`src/rtl/tcf_pkg.sv`:
```
package tcf_pkg;
  typedef enum logic [2:0] {
    SEL_DIV1 = 3'd0,
    SEL_DIV2 = 3'd1,
    SEL_CMP0 = 3'd2,
    SEL_CMP1 = 3'd3,
    SEL_EVT  = 3'd7
  } sel_e;

  typedef struct packed {
    logic rsv;
    logic run_stby;
    logic casc;
    logic sync_rst;
    sel_e sel;
    logic en;
  } ctrl_t;
endpackage

```
`src/rtl/tcf_ctrl_reg.sv`:
```
module tcf_ctrl_reg
  import tcf_pkg::*;
(
  input  logic       clk,
  input  logic       rst_n,
  input  logic       wr,
  input  logic [7:0] wdata,
  output ctrl_t      ctrl
);
  ctrl_t ctrl_d;

  always_comb begin
    ctrl_d = ctrl;
    if (wr) begin
      ctrl_d     = ctrl_t'(wdata);
      ctrl_d.rsv = 1'b0;
    end
  end

  always_ff @(posedge clk or negedge rst_n) begin
    if (!rst_n) ctrl <= ctrl_t'(8'h00);
    else        ctrl <= ctrl_d;
  end
endmodule

```
`src/rtl/tcf_tick_gen.sv`:
```
module tcf_tick_gen
  import tcf_pkg::*;
#(
  parameter int N_COMP = 2
) (
  input  logic              clk,
  input  logic              rst_n,
  input  logic              en,
  input  logic              run_stby,
  input  logic              sync_rst,
  input  sel_e              sel,
  input  logic              standby,
  input  logic [N_COMP-1:0] comp_tick,
  input  logic [N_COMP-1:0] comp_restart,
  input  logic [N_COMP-1:0] comp_ovf,
  input  logic              evt_in,
  output logic              active,
  output logic              tick,
  output logic              restart
);
  localparam int IDX_W = (N_COMP > 1) ? $clog2(N_COMP) : 1;

  logic             div_q, div_d;
  logic             evt_q;
  logic             raw;
  logic [IDX_W-1:0] cidx;

  always_comb active = en & ~(standby & ~run_stby);

  always_comb begin
    div_d = div_q;
    if (!en)         div_d = 1'b0;
    else if (active) div_d = ~div_q;
  end

  always_ff @(posedge clk or negedge rst_n) begin
    if (!rst_n) begin
      div_q <= 1'b0;
      evt_q <= 1'b0;
    end else begin
      div_q <= div_d;
      evt_q <= evt_in;
    end
  end

  always_comb begin
    unique case (sel)
      SEL_DIV1: raw = 1'b1;
      SEL_DIV2: raw = div_q;
      SEL_CMP0: raw = comp_tick[0];
      SEL_CMP1: raw = comp_tick[1];
      SEL_EVT:  raw = evt_in & ~evt_q;
      default:  raw = 1'b0;
    endcase
  end

  always_comb begin
    cidx    = (sel == SEL_CMP1) ? IDX_W'(1) : '0;
    tick    = active & raw;
    restart = active & sync_rst & (comp_restart[cidx] | comp_ovf[cidx]);
  end


  div2_alt_chk: assert property (@(posedge clk) disable iff (!rst_n)
    (sel == SEL_DIV2 && tick) |=> (sel != SEL_DIV2) || !tick);
endmodule

```
`src/rtl/tcf_counter.sv`:
```
module tcf_counter #(
  parameter int CNT_W = 16
) (
  input  logic             clk,
  input  logic             rst_n,
  input  logic             active,
  input  logic             tick,
  input  logic             restart,
  input  logic             casc,
  input  logic             capt_in,
  output logic [CNT_W-1:0] count,
  output logic [CNT_W-1:0] capt_val,
  output logic             ovf
);
  localparam logic [CNT_W-1:0] CNT_MAX = {CNT_W{1'b1}};

  logic [CNT_W-1:0] cnt_d, capt_d;
  logic             ovf_d, capt_q, capt_eff;

  always_comb begin
    capt_eff = casc ? capt_q : capt_in;
    cnt_d    = count;
    if (restart)   cnt_d = '0;
    else if (tick) cnt_d = count + 1'b1;
    ovf_d    = tick & ~restart & (count == CNT_MAX);
    capt_d   = capt_val;
    if (active && capt_eff) capt_d = count;
  end

  always_ff @(posedge clk or negedge rst_n) begin
    if (!rst_n) begin
      count    <= '0;
      capt_val <= '0;
      ovf      <= 1'b0;
      capt_q   <= 1'b0;
    end else begin
      count    <= cnt_d;
      capt_val <= capt_d;
      ovf      <= ovf_d;
      capt_q   <= capt_in;
    end
  end


  ovf_zero_chk: assert property (@(posedge clk) disable iff (!rst_n)
    ovf |-> (count == '0));

  restart_zero_chk: assert property (@(posedge clk) disable iff (!rst_n)
    restart |=> (count == '0));

  idle_hold_chk: assert property (@(posedge clk) disable iff (!rst_n)
    !active |=> $stable(count) && $stable(capt_val));
endmodule

```
`src/rtl/tcf_top.sv`:
```
module tcf_top
  import tcf_pkg::*;
#(
  parameter int CNT_W  = 16,
  parameter int N_COMP = 2
) (
  input  logic              clk,
  input  logic              rst_n,
  input  logic              reg_wr,
  input  logic [7:0]        reg_wdata,
  output logic [7:0]        reg_rdata,
  input  logic [N_COMP-1:0] comp_tick,
  input  logic [N_COMP-1:0] comp_restart,
  input  logic [N_COMP-1:0] comp_ovf,
  input  logic              evt_in,
  input  logic              capt_in,
  input  logic              standby,
  output logic [CNT_W-1:0]  count,
  output logic [CNT_W-1:0]  capt_val,
  output logic              ovf
);
  logic  rst_meta, rst_sync_n;
  ctrl_t ctrl;
  logic  active, tick, restart;

  always_ff @(posedge clk or negedge rst_n) begin
    if (!rst_n) begin
      rst_meta   <= 1'b0;
      rst_sync_n <= 1'b0;
    end else begin
      rst_meta   <= 1'b1;
      rst_sync_n <= rst_meta;
    end
  end

  tcf_ctrl_reg u_ctrl (
    .clk   (clk),
    .rst_n (rst_sync_n),
    .wr    (reg_wr),
    .wdata (reg_wdata),
    .ctrl  (ctrl)
  );

  tcf_tick_gen #(.N_COMP(N_COMP)) u_tick (
    .clk          (clk),
    .rst_n        (rst_sync_n),
    .en           (ctrl.en),
    .run_stby     (ctrl.run_stby),
    .sync_rst     (ctrl.sync_rst),
    .sel          (ctrl.sel),
    .standby      (standby),
    .comp_tick    (comp_tick),
    .comp_restart (comp_restart),
    .comp_ovf     (comp_ovf),
    .evt_in       (evt_in),
    .active       (active),
    .tick         (tick),
    .restart      (restart)
  );

  tcf_counter #(.CNT_W(CNT_W)) u_cnt (
    .clk      (clk),
    .rst_n    (rst_sync_n),
    .active   (active),
    .tick     (tick),
    .restart  (restart),
    .casc     (ctrl.casc),
    .capt_in  (capt_in),
    .count    (count),
    .capt_val (capt_val),
    .ovf      (ovf)
  );

  always_comb reg_rdata = ctrl;


  readback_chk: assert property (@(posedge clk) disable iff (!rst_sync_n)
    reg_wr |=> (reg_rdata == {1'b0, $past(reg_wdata[6:0])}));

  reserved_hold_chk: assert property (@(posedge clk) disable iff (!rst_sync_n)
    (ctrl.sel[2] && ctrl.sel != SEL_EVT && !restart) |=> $stable(count));
endmodule

```
`config.mk`:
```
export PLATFORM = sky130hd
export DESIGN_NAME = tcf_top
export DESIGN_NICKNAME = d
export VERILOG_FILES = /design/src/rtl/tcf_pkg.sv /design/src/rtl/tcf_ctrl_reg.sv /design/src/rtl/tcf_tick_gen.sv /design/src/rtl/tcf_counter.sv /design/src/rtl/tcf_top.sv
export SDC_FILE = /design/constraint.sdc
export NUM_CORES = 1
export LEC_CHECK = 0
export ABC_AREA = 1
export BUFFER_PORTS_ARGS = -buffer_cell sky130_fd_sc_hd__buf_2
export CORE_AREA = 2 2 61 75
export DETAILED_ROUTE_END_ITERATION = 16
export DIE_AREA = 0 0 63 77
export PLACE_DENSITY = 0.84
export SLEW_MARGIN = 30
export SYNTH_ARGS = -nofsm -noshare
export SYNTH_HDL_FRONTEND = slang
export SYNTH_HIERARCHICAL = 1
export SYNTH_SLANG_ARGS = --single-unit
```
`constraint.sdc`:
```
create_clock -name clk -period 2 [get_ports clk]
set_clock_uncertainty 0.15 [all_clocks]
set_input_delay 0.6 -clock clk [delete_from_list [all_inputs] [get_ports clk]]
set_output_delay 0.6 -clock clk [all_outputs]
set_load 0.02 [all_outputs]
```
==> reports/qor.yml <==
status:
  status: "complete, no violations"
drt:
  viasPerCell: 4.841
  num_vias: 1825
  first_pass_iters: 4
  wl_per_cell_um: 11.32
  routed_wl_um: 4267
  first_iter_violations: 93
  drtAntennaViolNets: 0
  drc: 0
floorplanning:
  fp.coreArea_um2: 4131
  die_w_um: 63
  start_util: 0.4976
  num_rows: 26
  die_h_um: 77
  io_pins: 61
  die_area_um2: 4851
final_layout:
  final_net_count: 341
  finalNonFillerCells: 377
  num_antenna_cells: 0
  final_area_um2: 2565
  syn2layout_area_growth_pct: 24.77
  drive_gt1_frac: 0.2960
placed_design:
  io_buffers: 58
  dp_cells: 367
  place_congestion: 0.8340
  place_hpwl_um: 3169
  placed_area_um2: 2425
logic_synthesis:
  synth-seq-cells: 45
  ys_types: 27
  ys_seq_area_frac: 0.5478
  synth_cells: 253
  synth_top_cell_by_area: "dfrtp_1"
  synth_nets: 274
  synth_area_um2: 2056
  netlist.area_leader.share: 0.5478
  ys_top_cells_by_area: "dfrtp_1, nand2_1, inv_1"
  ys_warn_count: 6
  syn_avg_cell_area_um2: 8.125
setup_path:
  worstSetupEndpointType: "flop"
  arrival_ns: 1.91
  critical_path_class: "reg2reg"
  crit_required_ns: 2.03
  critical_path.max_fanout: 5
  start_kind: "flop"
power_and_ir_drop:
  p_leak_uw: 0.001387
  vdd_drop_max_v: 0.0005425
  power_uw: 2075
  power_density_nw_per_um2: 808.8
global_routing:
  grt_pass1_wl_um: 7279
  antenna_found_initial: 0
  grt_pass1_vias: 1747
  grt_util_all_layers: 0.1835
  grt_max_degree: 36
  gr-total-overflow: 0
timing:
  rsz0062_at_grt: "true"
  finalCritPeriodShare: 0.9401
  timing.hold.ws_ns: 0.1511
  finalSetupViolCount: 0
  hold_viol: 0
  final_max_slew_viol_count: 0
  final.min_clock_period_ns: 1.880
  fmax_mhz: 531.9
cts:
  clock_latency_ns: 0.28
  post_cts_buffers: 0
  clk_pin_slew_ns: 0.08
  cts_tree: "built"
  numCtsBuffers: 5
  cts_root_buf: "clkbuf_8"
  clock_path_buffers: 2
  cts_htree_levels: 2
  clock_sinks: 45
hold_path:
  hold_path.class: "reg2async"
job:
  cap_viol_max_count: 0
-- layer usage --
layer	global-route usage	wire length, um	up-vias
met4	0.08000	93	0
met1	0.2258	1920	843
met3	0.02639	175	8
li1	-	-	921
met2	0.3181	2077	53
met5	0	0	-
-- flip-flops by register name (all words and copies together), names as in the netlist --
register and count:
rst_meta 1, rst_sync_n 1, u_cnt/capt_q 1, u_cnt/capt_val 16
u_cnt/count 16, u_cnt/ovf 1, u_ctrl/ctrl 7, u_tick/div_q 1
u_tick/evt_q 1
-- report_power, final --
group	switching [uW]	internal, uW
Combinational	263	144
Clock	284	312
Sequential	74.7	997
-- path summary, 6_finish.rpt --
check	end	start	slack [ns]	depth (start not counted)
setup / recovery	u_cnt/count[13]$_DFFE_PN0P_	u_ctrl/ctrl[3]$_DFFE_PN0P_	0.12	14
hold / removal	u_cnt/count[6]$_DFFE_PN0P_	rst_sync_n$_DFF_PN0_	0.15	1
setup reg to reg	u_cnt/count[13]$_DFFE_PN0P_	u_ctrl/ctrl[3]$_DFFE_PN0P_	0.12	14
hold reg to reg	u_cnt/count[6]$_DFFE_PN0P_	rst_sync_n$_DFF_PN0_	0.15	1
max in group asynchronous	u_ctrl/ctrl[2]$_DFFE_PN0P_	rst_sync_n$_DFF_PN0_	0.85	1
min in group clk	rst_sync_n$_DFF_PN0_	rst_meta$_DFF_PN0_	0.21	0
-- kinds of logic after synthesis --
family / share of synthesized area
AO/OA/AOI/OAI: 0.09495
adder cells (fa/ha/maj): 0.006085
AND/OR/NAND/NOR: 0.2672
buffers and inverters: 0.08034
other: 0.003653
flip-flops: 0.5478
-- cells in the mapped netlist, drive strengths merged --
cell and n:
nor3 7, conb 2, a211oi 1, a21oi 8, inv 34, o21ai 24
dfrtp 45, a22o 1, clkbuf 1, nand3 6, nor2 27, a21boi 1
nand2 84, nand3b 1, o211ai 1, nand4 4, buf 5, ha 1
-- critical path: stages (launching register included) --
cell and delay [ns]:
dfrtp_1 0.42, inv_2 0.10, nand2_1 0.06, nand2_1 0.05
nand2_1 0.05, nand2_1 0.05, nor2_1 0.04, nor2_2 0.15
nand2_1 0.08, nor2_2 0.14, nand2_2 0.13, nor2_4 0.15
nand2_2 0.08, nor2_2 0.08, nor2_1 0.04
-- metrics by stage --
stage | setup TNS, ns | setup WS, ns | util
floorplan | 0 | 0.01172 | -
global placement | -1.201 | -0.1341 | 0.5869
detailed placement | -1.536 | -0.1529 | 0.5869
CTS | 0 | 0.06079 | 0.6163
global route | -0.07841 | -0.04219 | 0.6208
finish | 0 | 0.1199 | 0.6208
-- timing repair --
action,CTS,global route
endpoints found under the hold margin,10,0
resized for setup,0,7
setup endpoints to repair,0,10
hold buffers,2,0
-- layout make-up --
| type | instances | area (um2) |
|---|---|---|
| Tap cell | 56 | 70.07 |
| Inverter | 34 | 127.6 |
| Fill cell | 377 | 1567 |
| Multi-Input combinational cell | 168 | 782.0 |
| Clock inverter | 1 | 5.005 |
| Clock buffer | 7 | 96.34 |
| Sequential cell | 45 | 1129 |
| Timing Repair Buffer | 66 | 355.3 |
-- layout by cell type, fill, tap and decap left out, drive strengths merged --
cell	instances
ha	1
a21boi	1
clkinv	1
o21ai	24
a22o	1
a211oi	1
dfrtp	45
clkbuf	7
nand4	4
buf	64
nand3b	1
a21oi	8
nor2	27
nor3	7
o211ai	1
nand2	84
dlygate4sd3	2
inv	34
nand3	6
conb	2
Power figures use the tool's default switching activity.
